[src/rtl/hbus_pkg.sv]
package hbus_pkg;
  typedef enum logic [2:0] {
    ST_DETECT,
    ST_SEP_SEP,
    ST_MUX_SEP,
    ST_SEP_COM,
    ST_MUX_COM,
    ST_EPP
  } style_e;
endpackage

[src/rtl/hbus_sync.sv]
module hbus_sync #(
  parameter int W = 8,
  parameter int STAGES = 2,
  parameter logic [W-1:0] RST = '1
) (
  input  logic         clk,
  input  logic         rst_n,
  input  logic [W-1:0] d,
  output logic [W-1:0] q
);
  logic [W-1:0] st [STAGES];

  for (genvar i = 0; i < STAGES; i++) begin : g_stage
    always_ff @(posedge clk or negedge rst_n) begin
      if (!rst_n) st[i] <= RST;
      else if (i == 0) st[i] <= d;
      else st[i] <= st[(i == 0) ? 0 : i-1];
    end
  end

  assign q = st[STAGES-1];
endmodule

[src/rtl/hbus_detect.sv]
module hbus_detect
  import hbus_pkg::*;
#(
  parameter int STAGES = 2
) (
  input  logic   clk,
  input  logic   rst_n,
  input  logic   s_strap,
  input  logic   s_dir,
  input  logic   s_ale,
  input  logic   data_act,
  output style_e style
);
  localparam int CW = $clog2(STAGES + 1);

  logic [CW-1:0] cnt;
  logic done, epp, com, mux, seen, ale_q;

  always_ff @(posedge clk or negedge rst_n) begin
    if (!rst_n) begin
      cnt <= '0; done <= 1'b0; epp <= 1'b0; com <= 1'b0;
      mux <= 1'b0; seen <= 1'b0; ale_q <= 1'b1;
    end else begin
      ale_q <= s_ale;
      if (!done) begin
        if (cnt == CW'(STAGES)) begin
          done <= 1'b1;
          epp  <= s_strap;
          com  <= !s_strap && !s_dir;
        end else begin
          cnt <= cnt + 1'b1;
        end
      end else if (!epp) begin
        if (data_act) seen <= 1'b1;
        else if (!seen && s_ale && !ale_q) mux <= 1'b1;
      end
    end
  end

  always_comb begin
    if (!done)     style = ST_DETECT;
    else if (epp)  style = ST_EPP;
    else if (com)  style = mux ? ST_MUX_COM : ST_SEP_COM;
    else           style = mux ? ST_MUX_SEP : ST_SEP_SEP;
  end
endmodule

[src/rtl/hbus_access.sv]
module hbus_access
  import hbus_pkg::*;
#(
  parameter int DW = 8,
  parameter int AW = 6,
  parameter int SEP_AW = 3
) (
  input  logic              clk,
  input  logic              rst_n,
  input  style_e            style,
  input  logic              s_cs_n,
  input  logic              s_ds_n,
  input  logic              s_dir,
  input  logic              s_as,
  input  logic [SEP_AW-1:0] s_addr,
  input  logic [DW-1:0]     s_bus,
  input  logic [DW-1:0]     reg_rdata,
  output logic [AW-1:0]     reg_addr,
  output logic [DW-1:0]     reg_wdata,
  output logic              reg_we,
  output logic              reg_re,
  output logic [DW-1:0]     bus_out,
  output logic              bus_oe,
  output logic              wait_o,
  output logic              data_act
);
  logic epp, com, mux, sel, d_lvl;
  logic rd_act, wr_act, a_act, a_rd, a_wr;
  logic rd_q, wr_q, aw_q;
  logic [AW-1:0] mux_addr, epp_addr, addr_q, cur_addr;
  logic [DW-1:0] wlatch, rd_hold;

  always_comb begin
    epp   = (style == ST_EPP);
    com   = (style == ST_SEP_COM) || (style == ST_MUX_COM);
    mux   = (style == ST_MUX_SEP) || (style == ST_MUX_COM);
    sel   = (style != ST_DETECT) && !s_cs_n;
    d_lvl = sel && !s_ds_n;
    if (epp || com) begin
      rd_act = d_lvl && s_dir;
      wr_act = d_lvl && !s_dir;
    end else begin
      rd_act = d_lvl;
      wr_act = sel && !s_dir;
    end
    a_act = sel && epp && !s_as;
    a_rd  = a_act && s_dir;
    a_wr  = a_act && !s_dir;
    if (epp)      cur_addr = epp_addr;
    else if (mux) cur_addr = mux_addr;
    else          cur_addr = AW'(s_addr);
  end

  always_ff @(posedge clk or negedge rst_n) begin
    if (!rst_n) begin
      rd_q <= 1'b0; wr_q <= 1'b0; aw_q <= 1'b0;
      mux_addr <= '0; epp_addr <= '0; addr_q <= '0;
      wlatch <= '0; rd_hold <= '0;
      reg_we <= 1'b0; reg_re <= 1'b0; wait_o <= 1'b0;
    end else begin
      rd_q <= rd_act;
      wr_q <= wr_act;
      aw_q <= a_wr;
      if (!epp && s_as) mux_addr <= s_bus[AW-1:0];
      if (wr_act || a_wr) wlatch <= s_bus;
      if (wr_act || rd_act) addr_q <= cur_addr;
      reg_we <= wr_q && !wr_act;
      reg_re <= rd_act && !rd_q;
      if (reg_re) rd_hold <= reg_rdata;
      if (aw_q && !a_wr) epp_addr <= wlatch[AW-1:0];
      wait_o <= epp && (d_lvl || a_act);
    end
  end

  assign reg_addr  = addr_q;
  assign reg_wdata = wlatch;
  assign bus_oe    = rd_act || a_rd;
  assign bus_out   = a_rd ? DW'(epp_addr) : rd_hold;
  assign data_act  = rd_act || wr_act;
endmodule

[src/rtl/hbus_front.sv]
module hbus_front
  import hbus_pkg::*;
#(
  parameter int DW = 8,
  parameter int AW = 6,
  parameter int SEP_AW = 3,
  parameter int SYNC_STAGES = 2
) (
  input  logic              clk,
  input  logic              rst_n,
  input  logic              epp_strap,
  input  logic              cs_n,
  input  logic              rd_ds_n,
  input  logic              wr_dir,
  input  logic              ale_as,
  input  logic [SEP_AW-1:0] addr_pins,
  input  logic [DW-1:0]     bus_in,
  output logic [DW-1:0]     bus_out,
  output logic              bus_oe,
  output logic              wait_o,
  output logic [AW-1:0]     reg_addr,
  output logic [DW-1:0]     reg_wdata,
  output logic              reg_we,
  output logic              reg_re,
  input  logic [DW-1:0]     reg_rdata
);
  localparam int SW = 5 + SEP_AW + DW;

  logic [SW-1:0]     s_vec;
  logic              s_strap, s_cs_n, s_ds_n, s_dir, s_as;
  logic [SEP_AW-1:0] s_addr;
  logic [DW-1:0]     s_bus;
  logic              data_act;
  style_e            style;

  hbus_sync #(.W(SW), .STAGES(SYNC_STAGES), .RST('1)) u_sync (
    .clk(clk), .rst_n(rst_n),
    .d({epp_strap, cs_n, rd_ds_n, wr_dir, ale_as, addr_pins, bus_in}),
    .q(s_vec)
  );

  assign {s_strap, s_cs_n, s_ds_n, s_dir, s_as, s_addr, s_bus} = s_vec;

  hbus_detect #(.STAGES(SYNC_STAGES)) u_detect (
    .clk(clk), .rst_n(rst_n), .s_strap(s_strap), .s_dir(s_dir),
    .s_ale(s_as), .data_act(data_act), .style(style)
  );

  hbus_access #(.DW(DW), .AW(AW), .SEP_AW(SEP_AW)) u_access (
    .clk(clk), .rst_n(rst_n), .style(style), .s_cs_n(s_cs_n),
    .s_ds_n(s_ds_n), .s_dir(s_dir), .s_as(s_as), .s_addr(s_addr),
    .s_bus(s_bus), .reg_rdata(reg_rdata), .reg_addr(reg_addr),
    .reg_wdata(reg_wdata), .reg_we(reg_we), .reg_re(reg_re),
    .bus_out(bus_out), .bus_oe(bus_oe), .wait_o(wait_o),
    .data_act(data_act)
  );
endmodule

[config.mk]
export PLATFORM = sky130hd
export DESIGN_NAME = hbus_front
export DESIGN_NICKNAME = d
export VERILOG_FILES = /design/src/rtl/hbus_pkg.sv /design/src/rtl/hbus_sync.sv /design/src/rtl/hbus_detect.sv /design/src/rtl/hbus_access.sv /design/src/rtl/hbus_front.sv
export SDC_FILE = /design/constraint.sdc
export NUM_CORES = 1
export LEC_CHECK = 0
export ABC_CLOCK_PERIOD_IN_PS = 3800
export BUFFER_PORTS_ARGS = -buffer_cell sky130_fd_sc_hd__buf_2
export CELL_PAD_IN_SITES_DETAIL_PLACEMENT = 1
export CELL_PAD_IN_SITES_GLOBAL_PLACEMENT = 2
export CORE_UTILIZATION = 38
export DETAILED_ROUTE_END_ITERATION = 6
export GPL_ROUTABILITY_DRIVEN = 0
export PLACE_DENSITY = 0.79
export SETUP_SLACK_MARGIN = 0.02
export SLEW_MARGIN = 5
export SYNTH_ARGS = -nofsm -noshare
export SYNTH_HDL_FRONTEND = slang
export SYNTH_SLANG_ARGS = --single-unit
[constraint.sdc]
create_clock -name clk -period 3.8 [get_ports clk]
set_input_delay 0.76 -clock clk [delete_from_list [all_inputs] [get_ports clk]]
set_output_delay 0.76 -clock clk [all_outputs]
set_load 0.05 [all_outputs]
# [Word level (Yosys, flattened, before mapping)]
# Cells that the tools add are included.
[op_classes] mux=12 n_eq_ne=5 n_reduce_logical=40 bitwise=4 n_addsub=1
[op_table] cell="1-bit logical AND" count=17
[op_table] cell="3-bit 2-to-1 mux" count=4
[op_table] cell="6-bit 2-to-1 mux" count=2
[op_table] cell="1-bit logical NOT" count=11
[op_table] cell="8-bit 2-to-1 mux" count=1
[op_table] cell="1-bit logical OR" count=7
[op_table] cell="3-bit by 2-bit == test with 1-bit output, second input constant" count=2
[op_table] cell="3-bit == test, second input constant" count=2
[op_table] cell="1-bit 2-to-1 mux" count=4
[op_table] cell="1-bit NOT" count=4
[op_table] cell="2-bit AND reduction" count=2
[op_table] cell="4-bit AND reduction" count=1
[op_table] cell="3-bit AND reduction" count=1
[op_table] cell="3-bit nonzero test" count=1
[op_table] cell="2-bit by 1-bit adder with 2-bit output, second input constant" count=1
[op_table] cell="2-bit == test, second input constant" count=1
[op_table] cell="2-bit 2-to-1 mux" count=1
[totals] inputBits=26 register_bits=80 wordCells=82

# [Logic depth before layout (Yosys ltp)]
[logic_depth] word_depth=12 mapped_depth=7

# [Cells and area by module]
# A second synthesis with hierarchy kept.
[hier_totals] hier_cells=214 hier_area_um2=3189.3
[modules_own_cells] mod="hbus_access" area_per_inst_um2=1873.0 cells_per_inst=139 n_inst=1
[modules_own_cells] mod="hbus_sync" area_per_inst_um2=960.9 cells_per_inst=48 n_inst=1
[modules_own_cells] mod="hbus_detect" area_per_inst_um2=355.3 cells_per_inst=27 n_inst=1

# [Worst setup path before layout]
# Ideal clock, no wire load.
[synth_timing] path_type="flip-flop to output port" start="register u_detect.mux" end="output bus_out[0]" arrival_ps=2295 path_stages_with_launch=8 n_path_buf=2 setup_slack_ps=745 required_ps=3040 cell_sequence="dfrtp_1 > ha_1 > buf_2 > nor3b_1 > o21ai_0 > or3b_2 > clkbuf_1 > mux2_2"
[synth_between] elab_chain_len=10 elab_cells_between_ends=12 cone_classes="eq/ne (1); mux (6); reduce/logical (5)"
[synth_lines] element="from (decl)" line_no="hbus_detect.sv:17" rtl="logic done, epp, com, mux, seen, ale_q;"
[synth_lines] element="from (signal assigned)" line_no="hbus_detect.sv:22" rtl="mux <= 1'b0; seen <= 1'b0; ale_q <= 1'b1;"
[synth_lines] element="from (signal assigned)" line_no="hbus_detect.sv:35" rtl="else if (!seen && s_ale && !ale_q) mux <= 1'b1;"
[synth_lines] element="2-bit 2-to-1 mux / 3-bit 2-to-1 mux (equally long branches)" line_no="hbus_detect.sv:44, hbus_detect.sv:43"
[synth_lines] element="3-bit 2-to-1 mux *" line_no="hbus_detect.sv:43" rtl="else if (com) style = mux ? ST_MUX_COM : ST_SEP_COM;"
[synth_lines] element="3-bit 2-to-1 mux *" line_no="hbus_detect.sv:42" rtl="else if (epp) style = ST_EPP;"
[synth_lines] element="3-bit 2-to-1 mux *" line_no="hbus_detect.sv:41" rtl="if (!done) style = ST_DETECT;"
[synth_lines] element="3-bit nonzero test" line_no="hbus_access.sv:37" rtl="sel = (style != ST_DETECT) && !s_cs_n;"
[synth_lines] element="1-bit logical AND" line_no="hbus_access.sv:37"
[synth_lines] element="1-bit logical AND * (2 in series)" line_no="hbus_access.sv:46" rtl="a_act = sel && epp && !s_as;"
[synth_lines] element="1-bit logical AND *" line_no="hbus_access.sv:47" rtl="a_rd = a_act && s_dir;"
[synth_lines] element="8-bit 2-to-1 mux *" line_no="hbus_access.sv:78" rtl="assign bus_out = a_rd ? DW'(epp_addr) : rd_hold;"
[synth_lines] element="to (decl)" line_no="hbus_front.sv:18" rtl="output logic [DW-1:0] bus_out,"
# Mark *: on every way between the ends. The rest lies on a longest branch, timed or not.

# [Worst setup path after layout]
[layout_timing] start="register u_detect.mux" end="output bus_out[1]"
# Same word-level chain as after synthesis.

==> metrics.yaml <==
yosysSeqAreaShare_pct: 69.0
final.fill_count: 773
syn2layout_area_growth_pct: 19.4
num_antenna_cells: 0
min_path_cells: 0
required_ps: 3040
wl_per_cell_um: 14.8
start_util_pct: 39.9
cts-root-buf: "clkbuf_8"
rsz0062_at_grt: "no"
hold_class: "reg -> reg"
final_max_slew_viol_count: 0
cts_buffers: 9
power-per-cell-area_nw_per_um2: 695
synth_cells: 192
cts_max_level: 3
r2r_cells: 5
synthesis.area_um2: 2960
status: "completed"
dieArea_um2: 8140
place_inst: 339
path_class: "reg -> out"
antenna_found_initial: 0
yosysWarnings: 0
leakage_nw: 1.56
core_area_um2: 7410
tns_ps: 0
path_cells: "ha_1, nor3b_1, o21ai_0, or3b_4, mux2_2, buf_2"
multi_input_area_um2: 880
grt_pass1_vias: 1749
fp-row-count: 31
ir_drop_mv: 0.316
synth_top_area_share_pct: 39.7
synthFlopType: "dfrtp_1"
drv_cap: 0
final_hold_viol_count: 0
dp_hpwl_mm: 3.68
vias: 1686
layout-drive-gt1-share_pct: 57.4
final-seq-area_um2: 2040
synth_edf_count: 0
clk_pin_slew_ps: 80
yosys.cell_count.top_type: "dfrtp_1"
worstPathMaxFanout: 9
drt_iter0_drc: 69
fmax_mhz: 283
synth_area_leaders: "dfrtp_1 40%, dfstp_2 29%, mux2_2 15%, o21ai_0 1.2%, a22o_1 0.89%"
setup_violations: 0
clock_path_buffers: 2
fin_skew_ps: 9.58
yosysUniqueCellTypes: 36
worst_pin_slew_ps: 950
dieHeight_um: 90.2
io_pins: 52
place_area_um2: 3340
stdcell_count: 355
drc: 0
design_area_um2: 3530
chipWidth_um: 90.2
worst_setup_path_end_kind: "output pin"
io_buffers: 51
vias_per_cell: 4.75
syn_avg_cell_area_um2: 15.4
hold-worst-slack_ps: 356
ant_nets: 0
fin_nets: 279
synthTopCellsByCount: "47 x dfrtp_1, 40 x mux2_2, 33 x dfstp_2"
grt_overflow: 0
clock-sinks: 80
grt_max_degree: 81
worstSetupStartpointType: "flop"
synth_top_cell_by_area: "dfrtp_1"
grt_usage_pct: 14.3
grt_pass1_wl_mm: 8.91
fin_crit_ps: 3530
syn-num-nets: 220
tritoncts: "built"
async_reset_ff_share_pct: 100
dr.pass1.iters: 4
ys_ff_latch: 80
crit_path_top_delay_cell: "or3b_4"
clock_latency_ps: 340
timing.slew.headroom_pct: 36.6
postCtsSetupRepairBufs: 0
arrival_ps: 2770
wirelength_mm: 5.24
slowest_delay_ps: 520
p_total_mw: 2.45
post-route-period-util_pct: 92.9
## final timing paths
| kind | from | end | slack [ps] |
|---|---|---|---|
| setup / recovery | u_detect.mux | bus_out[1] | 270 |
| hold / removal | u_sync.st[20] | u_sync.q[4] | 360 |
| setup reg to reg | u_detect.mux | u_access.reg_wdata[5] | 1100 |
| hold reg to reg | u_sync.st[20] | u_sync.q[4] | 360 |
| max in group asynchronous | rst_n | u_access.reg_wdata[1] | 2620 |
| min in group asynchronous | rst_n | u_access.reg_wdata[6] | 570 |
## kinds of logic after synthesis
group	count (synthesis)	synth area share, %
DFF	80	69.0
and+or+nand+nor	29	5.54
adders and majority gates	2	0.846
xor gates and xnor gates	3	0.888
AOI/OAI and AO/OA	27	6.77
muxes	41	15.6
buffers and inverters	10	1.31
## worst max-delay path, delay by kind of cell, from the launching register on
family          cells  cell delay (ps)
simple gates        2              810
flops               1              450
fa+ha+maj           1              420
mux                 1              300
compound gates      1              230
buf+inv             1              210
## final cells by class
class	instances	area share, %
Clock inverter	6	1.88
Timing Repair Buffer	53	7.72
Clock buffer	10	3.61
Tap cell	99	3.51
Multi-Input combinational cell	102	24.9
Sequential cell	80	57.8
Inverter	5	0.531
## metrics by stage
step | utilization [%] | worst slack, ps
after global placement | 45.0 | 634
after global routing | 47.7 | 94.1
after CTS | 47.6 | 128
after floorplan | - | 745
after detailed placement | 45.0 | 530
final | 47.7 | 269
## metal layers
layer / GRT usage [%] / vias to the layer above / part of all wire [%]
met2: 20.4 / 45 / 44
met1: 20.3 / 834 / 50
met3: 4.40 / 7 / 4.2
li1: - / 800 / -
met4: 5.65 / 0 / 1.3
met5: 0 / - / 0
## state kept, by name, summed over array words and instances, names as in the netlist
name                cells
u_access.aw_q           1
u_access.epp_addr       6
u_access.mux_addr       6
u_access.rd_hold        8
u_access.rd_q           1
u_access.reg_addr       6
u_access.reg_re         1
u_access.reg_wdata      8
u_access.reg_we         1
u_access.wait_o         1
u_access.wr_q           1
u_detect.ale_q          1
u_detect.cnt            2
u_detect.com            1
u_detect.done           1
u_detect.epp            1
u_detect.mux            1
u_detect.seen           1
u_sync.q               16
u_sync.st              16
## cells in the final DEF (no fill, tap or decap), types with 2 or more instances in the layout
| cell | netlist | layout |
|---|---|---|
| a211oi_1 | 3 | 3 |
| nor2b_1 | 2 | 2 |
| clkbuf_8 | 0 | 9 |
| o31ai_1 | 2 | 2 |
| dfrtp_1 | 47 | 47 |
| buf_4 | 0 | 3 |
| and2_1 | 2 | 2 |
| nand3_1 | 4 | 4 |
| or3b_4 | 1 | 2 |
| buf_2 | 1 | 50 |
| mux2_2 | 40 | 40 |
| o21ai_0 | 7 | 7 |
| a22o_1 | 3 | 3 |
| a21oi_1 | 2 | 2 |
| dfstp_2 | 33 | 33 |
| nand2_1 | 6 | 6 |
| a31oi_1 | 4 | 4 |
| ha_1 | 2 | 2 |
| nor2_1 | 4 | 4 |
| inv_1 | 5 | 5 |
| nor3_1 | 2 | 2 |
| xnor2_1 | 2 | 2 |
## report_power, final
part           leakage (nW)  switching (mW)  internal (mW)
Combinational         0.556           0.492          0.239
Clock                0.0972           0.296          0.306
Sequential            0.907           0.101           1.02
Total                  1.56           0.889           1.57
## timing repair
action | in CTS | in global routing
gates resized for setup | 0 | 1
setup endpoints to repair | 0 | 6
hold buffers | 0 | 0
hold endpoints to repair | 0 | 0
Power figures use the tool's default switching activity.
